--- config.mk ---
export PLATFORM = sky130hd
export DESIGN_NAME = supply_window_seq
export DESIGN_NICKNAME = d
export VERILOG_FILES = /design/src/rtl/swq_pkg.sv /design/src/rtl/swq_insync.sv /design/src/rtl/swq_tick_counter.sv /design/src/rtl/supply_window_seq.sv
export SDC_FILE = /design/constraint.sdc
export NUM_CORES = 1
export LEC_CHECK = 0
export ABC_AREA = 0
export BUFFER_PORTS_ARGS = -buffer_cell sky130_fd_sc_hd__clkbuf_2
export CAP_MARGIN = 5
export CORE_AREA = 2 2 39 41
export CTS_CLUSTER_DIAMETER = 100
export DETAILED_ROUTE_END_ITERATION = 8
export DIE_AREA = 0 0 41 43
export GPL_TIMING_DRIVEN = 0
export PLACE_DENSITY = 0.74
export SLEW_MARGIN = 20
export SYNTH_ARGS = -nofsm -noshare
export SYNTH_HDL_FRONTEND = slang
export SYNTH_HIERARCHICAL = 1
export SYNTH_SLANG_ARGS = --single-unit
--- constraint.sdc ---
create_clock -name clk -period 3.5 [get_ports clk]
set_input_delay 0 -clock clk [delete_from_list [all_inputs] [get_ports clk]]
set_output_delay 0 -clock clk [all_outputs]
set_load 0.005 [all_outputs]
--- src/rtl/swq_pkg.sv ---
package swq_pkg;
   typedef enum logic [2:0] {
      SW_IDLE = 3'd0,
      SW_WAIT = 3'd1,
      SW_ON   = 3'd2,
      SW_UVT  = 3'd3,
      SW_OVT  = 3'd4
   } swq_state_e;
endpackage

--- src/rtl/swq_insync.sv ---
module swq_insync #(
   parameter int W      = 6,
   parameter int STAGES = 0
) (
   input  logic         clk,
   input  logic         rst_n,
   input  logic [W-1:0] d,
   output logic [W-1:0] q
);
   if (W < 1) begin : g_bad_w
      $error("swq_insync: W must be at least 1");
   end
   if (STAGES < 0) begin : g_bad_s
      $error("swq_insync: STAGES must not be negative");
   end

   if (STAGES == 0) begin : g_pass
      assign q = d;
   end else begin : g_pipe
      logic [W-1:0] stg [STAGES];
      always_ff @(posedge clk) begin
         if (!rst_n) begin
            for (int i = 0; i < STAGES; i++) stg[i] <= '0;
         end else begin
            stg[0] <= d;
            for (int i = 1; i < STAGES; i++) stg[i] <= stg[i-1];
         end
      end
      assign q = stg[STAGES-1];
   end
endmodule

--- src/rtl/swq_tick_counter.sv ---
module swq_tick_counter #(
   parameter int TICKS = 16
) (
   input  logic clk,
   input  logic rst_n,
   input  logic run,
   input  logic tick,
   output logic done
);
   localparam int CNT_W = $clog2(TICKS + 1);
   localparam logic [CNT_W-1:0] LAST = CNT_W'(TICKS - 1);

   if (TICKS < 1) begin : g_bad_t
      $error("swq_tick_counter: TICKS must be at least 1");
   end

   logic [CNT_W-1:0] cnt;

   assign done = run && tick && (cnt == LAST);

   always_ff @(posedge clk) begin
      if (!rst_n)              cnt <= '0;
      else if (!run || done)   cnt <= '0;
      else if (tick)           cnt <= cnt + 1'b1;
   end

   // count never passes the terminal value
   a_r6_cnt_bounded: assert property (@(posedge clk) disable iff (!rst_n)
      cnt <= LAST);
   // an idle cycle leaves the count at zero
   a_r6_cnt_cleared: assert property (@(posedge clk) disable iff (!rst_n)
      !run |=> (cnt == '0));
endmodule

--- src/rtl/supply_window_seq.sv ---
module supply_window_seq
   import swq_pkg::*;
#(
   parameter int DLY_TICKS = 16,
   parameter int IN_SYNC   = 0
) (
   input  logic clk,
   input  logic rst_n,
   input  logic lockout,
   input  logic tick,
   input  logic uv_lo,
   input  logic uv_hi,
   input  logic ov_hi,
   input  logic ov_lo,
   output logic gate_en,
   output logic delay_busy,
   output logic uv_tripped,
   output logic ov_tripped
);
   localparam int NIN = 6;

   if (DLY_TICKS < 1) begin : g_bad_dly
      $error("supply_window_seq: DLY_TICKS must be at least 1");
   end

   logic [NIN-1:0] raw_in, syn_in;
   logic s_lock, s_tick, s_uvlo, s_uvhi, s_ovhi, s_ovlo;

   assign raw_in = {lockout, tick, uv_lo, uv_hi, ov_hi, ov_lo};

   swq_insync #(.W(NIN), .STAGES(IN_SYNC)) u_sync (
      .clk   (clk),
      .rst_n (rst_n),
      .d     (raw_in),
      .q     (syn_in)
   );

   assign {s_lock, s_tick, s_uvlo, s_uvhi, s_ovhi, s_ovlo} = syn_in;

   swq_state_e st, st_nxt;
   logic in_win, trip, run, done;

   assign in_win = s_uvhi && s_ovlo;
   assign trip   = s_uvlo || s_ovhi;
   assign run    = !s_lock && (((st == SW_WAIT) && !trip) || ((st == SW_ON) && trip));

   swq_tick_counter #(.TICKS(DLY_TICKS)) u_cnt (
      .clk   (clk),
      .rst_n (rst_n),
      .run   (run),
      .tick  (s_tick),
      .done  (done)
   );

   always_comb begin
      st_nxt = st;
      if (s_lock) begin
         st_nxt = SW_IDLE;
      end else begin
         unique case (st)
            SW_IDLE: if (in_win) st_nxt = SW_WAIT;
            SW_WAIT: begin
               if (trip)      st_nxt = SW_IDLE;
               else if (done) st_nxt = SW_ON;
            end
            SW_ON:   if (done) st_nxt = s_uvlo ? SW_UVT : SW_OVT;
            SW_UVT:  if (s_uvhi && !s_ovhi) st_nxt = SW_ON;
            SW_OVT:  if (s_ovlo && !s_uvlo) st_nxt = SW_ON;
            default: st_nxt = SW_IDLE;
         endcase
      end
   end

   always_ff @(posedge clk) begin
      if (!rst_n) st <= SW_IDLE;
      else        st <= st_nxt;
   end

   assign gate_en    = (st == SW_ON) && !s_lock;
   assign delay_busy = (st == SW_WAIT);
   assign uv_tripped = (st == SW_UVT);
   assign ov_tripped = (st == SW_OVT);

   // at most one status flag at a time
   a_r1_flags_onehot: assert property (@(posedge clk) disable iff (!rst_n)
      $onehot0({gate_en, delay_busy, uv_tripped, ov_tripped}));
   // lockout leaves the block idle on the following cycle
   a_r9_lockout_idle: assert property (@(posedge clk) disable iff (!rst_n)
      s_lock |=> (!gate_en && !delay_busy && !uv_tripped && !ov_tripped));
   // a trip during the delay aborts to idle
   a_r4_delay_abort: assert property (@(posedge clk) disable iff (!rst_n)
      (delay_busy && trip && !s_lock) |=> (!delay_busy && !gate_en));
   // gate only turns on from the delay or a tripped state
   a_r3_gate_source: assert property (@(posedge clk) disable iff (!rst_n)
      $rose(gate_en) |-> $past(delay_busy || uv_tripped || ov_tripped));
   // gate only drops on a tick unless lockout acts
   a_r5_drop_on_tick: assert property (@(posedge clk) disable iff (!rst_n)
      ($fell(gate_en) && !s_lock) |-> $past(s_tick || s_lock));
   // undervoltage release restores the gate next cycle
   a_r7_uv_restore: assert property (@(posedge clk) disable iff (!rst_n)
      (uv_tripped && s_uvhi && !s_ovhi && !s_lock) |=> (gate_en || s_lock));
   // overvoltage release restores the gate next cycle
   a_r8_ov_restore: assert property (@(posedge clk) disable iff (!rst_n)
      (ov_tripped && s_ovlo && !s_uvlo && !s_lock) |=> (gate_en || s_lock));
endmodule

* After elaboration in Yosys (flattened, before gate mapping)
Index checks and enable logic that the tools add are counted.
Cells by class: order comparisons 0, bitwise gates (word level) 1, divide/modulo/power cells 0, add/sub/neg operators 1, eq/ne operators 10, $mul 0, shift operators 0, reduce and logical (&&, ||, !) cells 21, mux-type cells 8
Operator list (number):
- 2-to-1 mux 3 bit | 7
- one-hot mux 3 bit (5 select lines) | 1
- logical AND 1 bit | 9
- == test 3 x 2 -> 1 bit, second input constant | 2
- inequality test 2 x 1 -> 1 bit, second input constant | 3
- adder 5 x 1 -> 5 bit, second input constant | 1
- == test 5 x 4 -> 1 bit, second input constant | 1
- logical NOT 1 bit | 5
- AND reduction 5 bit | 1
- OR reduction 2 bit | 2
- == test 3 x 1 -> 1 bit, second input constant | 1
- == test 3 bit, second input constant | 1
- logical NOT 3 bit | 1
- logical OR 1 bit | 3
- inequality test 3 x 1 -> 1 bit, second input constant | 1
- inequality test 2 bit, second input constant | 1
- inverter 1 bit | 1
Word-level totals: bits in writable memories 0, bits in latches 0, output and inout port bits 4, bits of input ports 8, logic and storage cells 43, memories kept 0, memory bits (read-only) 0, flip-flop bits (word level) 8

* Depth between registers and ports, before layout
depth in word-level cells 10, gate-level depth with buffers 8, mapped depth without buffers 7

* Hierarchy
The synthesis kept the hierarchy.
Modules (own cells, without submodules):
- supply_window_seq | cells an instance 36, sequential area each 60.1 um^2, area an instance 302.8 um^2, instances 1
- swq_tick_counter | cells an instance 25, sequential area each 100.1 um^2, area an instance 266.5 um^2, instances 1
- swq_insync | cells an instance 6, sequential area each 0.0 um^2, area an instance 45.0 um^2, instances 1

* Worst setup path after synthesis
No wires, ideal clock.
kind flip-flop to flip-flop, from reg st[1], to reg st[2], arrival time 1970 ps, library setup time 80 ps, setup slack 1450 ps, clock period less this slack 2050 ps, stages on the path, launching flop included 8, path buffers 1, cell sequence dfxtp_1 -> buf_6 -> or4b_4 -> a211oi_1 -> and3_2 -> nor4b_1 -> a31oi_1 -> nor3b_1
On the way: word-level cells in the longest chain between the ends 8
Ends and longest elaborated chain:
- from (decl) | line supply_window_seq.sv:40 | swq_state_e st, st_nxt;
- from (signal assigned) | line supply_window_seq.sv:76 | else st <= st_nxt;
- == test 3 x 1 -> 1 bit or == test 3 x 2 -> 1 bit (tied branches) | line supply_window_seq.sv:45 | assign run = !s_lock && (((st == SW_WAIT) && !trip) || ((st == SW_ON) && trip));
- logical AND 1 bit | line supply_window_seq.sv:45
- logical OR 1 bit * | line supply_window_seq.sv:45
- logical AND 1 bit * | line supply_window_seq.sv:45
- net run | line supply_window_seq.sv:41 | logic in_win, trip, run, done;
- logical AND 1 bit * (2 in series) | line swq_tick_counter.sv:19 | assign done = run && tick && (cnt == LAST);
- net done | line supply_window_seq.sv:41
- inequality test 3 x 1 -> 1 bit (no source line) or inequality test 2 x 1 -> 1 bit (tied branches)
- AND reduction 5 bit (no source line) *
The timed path passes the listed nets; every way through them passes the cells marked *. A chain may end at the register's enable or synchronous reset.

* Final worst setup path
Ends and elaborated chain as after synthesis.

==> run_results.csv <==
group,metric,value,unit
run_status,status,"completed",
logic_synthesis,synth_edf_count,0,
finish,fill_cells,143,
logic_synthesis,synthArstFlopShare,0,%
global_routing,grt_pass1_wl,1.82,mm
job,drv_cap,0,
power_and_ir_drop,ir_drop,131,uV
logic_synthesis,synth.most_common_cell,"dfxtp_1",
logic_synthesis,synth_common_cells,"dfxtp_1 (8), buf_4 (6), nor2_1 (6)",
global_routing,grt_start_max_net_pins,11,
global_routing,grt_pass1_vias,454,
logic_synthesis,syn_inst,67,
logic_synthesis,synth_warnings,6,
worst_setup_path,r2r_end,"st[2]$_SDFFE_PP0P_",
worst_setup_path,crit_arrival,2.41,ns
routing,ant_nets,0,
worst_setup_path,crit_start,"st[1]$_SDFFE_PP0P_",
clock_network,clkLatencyLatePin,0.25,ns
placement,io_buffers,5,
power_and_ir_drop,power.leakage,0.282,nW
worst_setup_path,reg2reg_slack,1.26,ns
floorplanning,io_pins,12,
routing,wl_per_cell,11.3,microns
sta,max_slew.worst_pin.slew,0.434,ns
worst_hold_path,hp-class,"input pin to flip-flop",
placement,dp_hpwl,804,microns
logic_synthesis,synth_area_leader_cell,"dfxtp_1",
finish,final_net_count,87,
finish,postLayoutCoreUtil,49.3,%
clock_network,cts_tree,"built",
routing,vias,463,
clock_network,cts_buffers,3,
finish,syn_to_final_growth,11.0,%
clock_network,cts_buffer_depth,2,
logic_synthesis,synth_area_leaders,"dfxtp_1 (26%), buf_4 (7.3%), buf_6 (5.5%)",
finish,design_area,682,sq um
floorplanning,start_util,44.4,%
sta,period_needed,2.24,ns
sta,fin_tns_setup,0,ns
finish,antenna_cells,0,
worst_setup_path,startpoint_type,"flip-flop",
floorplanning,rows,14,
placement,dp_slack,1.22,ns
logic_synthesis,ys_dominant_reg_cell,"dfxtp_1",
sta,slew-limit-headroom,70.9,%
logic_synthesis,ys_seq_elements,8,
floorplanning,die_area,1760,sq um
floorplanning,core,1380,sq um
clock_network,postCtsSetupRepairBufs,0,
logic_synthesis,avgSynthCellArea,9.17,sq um
power_and_ir_drop,power.density,277,nW/um^2
worst_setup_path,crit_type,"flip-flop to flip-flop",
floorplanning,die_w,41,microns
worst_setup_path,worstReg2RegStart,"st[1]$_SDFFE_PP0P_",
sta,fin_crit_sh,64.1,%
sta,finalClockSkew,0.000817,ns
routing,route.detailed.drc,0,
global_routing,gr-total-overflow,0,
logic_synthesis,synth_cell_types,33,
worst_setup_path,crit_fanout,9,
placement,place_area,659,sq um
clock_network,clock-sinks,8,
worst_setup_path,required,3.67,ns
worst_setup_path,endpoint,"st[2]$_SDFFE_PP0P_",
finish,regArea,160,sq um
floorplanning,die_h,43,microns
clock_network,clk_pin_slew,0.06,ns
finish,drive_above_1_share,37.3,%
sta,fmax,446,MHz
logic_synthesis,yosysSeqAreaShare,26.1,%
clock_network,cts_root_buf,"clkbuf_4",
sta,finalHoldViolations,0,
routing,viasPerCell,5.09,
clock_network,cts_resized,0,
clock_network,htree_levels,1,
worst_setup_path,r2r_cells,7,
worst_setup_path,path_cells,"buf_6 > or4b_4 > a211oi_1 > and3_2 > nor4b_1 > a31oi_1 > nor3b_1",
worst_setup_path,cp-end-kind,"flip-flop",
sta,drv_slew,0,
logic_synthesis,synth_nets,77,
logic_synthesis,syn_area,614,sq um
routing,drtIter0Drc,6,
placement,gp_congestion,0.675,
sta,fin_ws,1.26,ns
finish,multi_input_area,363,sq um
power_and_ir_drop,power,189,uW
global_routing,grt_usage,15.2,%
worst_setup_path,slowest_stage,"or4b_4",
clock_network,hold_buffers,0,
routing,drt_pass1_iterations,4,
sta,setup_viol_count_final,0,
logic_synthesis,synth_top_area_share,26.1,%
worst_setup_path,slowest_delay,0.53,ns
sta,rsz0062_at_grt,"no",
global_routing,antenna_found_initial,0,
routing,wirelength,1.03,mm
-- critical path: cells and delay by family (launching register included) --
family          cells  cell delay, ns
simple gates        4            1.25
compound gates      2            0.47
buf+inv             1            0.13
flops               1            0.30
-- registers in the layout (all words and copies together) (netlist names) --
register   cells
u_cnt/cnt      5
st             3
-- cells by family (layout without fill, tap and decap cells) --
logic type	count (synthesis)	after routing	share of synthesized area [%]
AOI/OAI and AO/OA	12	12	14.5
xor gates and xnor gates	3	3	4.28
adders and majority gates	2	2	4.07
buffers and inverters	12	20	14.9
DFF	8	8	26.1
muxes	3	3	4.89
and+or+nand+nor	27	27	31.4
-- area by class of cell --
| type | instances | area share (%) |
|---|---|---|
| buffer | 10 | 12.3 |
| clock buffer | 3 | 3.30 |
| inverter | 2 | 1.10 |
| multi-input combinational | 47 | 53.2 |
| sequential | 8 | 23.5 |
| tap | 16 | 2.94 |
| timing repair buffer | 5 | 3.67 |
-- power breakdown --
part | leakage, nW | switching (mW) | total, mW | internal [mW]
sequential | 0.0645 | 0.000688 | 0.0925 | 0.0918
combinational | 0.203 | 0.0115 | 0.0259 | 0.0144
clock | 0.0138 | 0.0310 | 0.0703 | 0.0392
total | 0.282 | 0.0432 | 0.189 | 0.145
-- worst min-delay path by stage --
stage,from,to,slack (ns),depth (start not counted)
after global routing,rst_n,u_cnt/cnt[4]$_SDFFE_PP0P_,0.07,3
after CTS,rst_n,u_cnt/cnt[3]$_SDFFE_PP0P_,0.05,3
after global placement,lockout,gate_en,0.23,3
after detailed placement,lockout,gate_en,0.23,3
final,rst_n,u_cnt/cnt[0]$_SDFFE_PP0P_,0.06,3
after floorplan,lockout,gate_en,0.13,2
-- stage by stage --
step / instances / hold slack [ns]
finish: 91 / 0.0565
global route: 91 / 0.0666
CTS: 91 / 0.0526
global placement: 88 / 0.233
detailed placement: 88 / 0.227
floorplan: 67 / 0.128
-- placed cells by master, fill, tap and decap left out, types with 2 or more instances in the layout --
cell type,count
nor2_1,6
clkbuf_2,5
or2b_2,2
buf_6,3
nand2_1,4
buf_4,6
dfxtp_1,8
o21ai_0,2
inv_1,2
ha_1,2
mux2i_1,3
clkbuf_4,3
a31oi_1,2
nor3b_1,4
a211oi_1,2
xor2_1,2
-- metal layers --
metal	GRT usage, %	up-vias	part of all wire, %	wire (microns)
li1	-	248	-	-
met3	4.71	2	5.1	53
met2	21.6	8	47	484
met1	19.9	205	47	484
met4	8.00	0	0.87	9
met5	0	-	0	0
(Power assumes the default switching activity.)
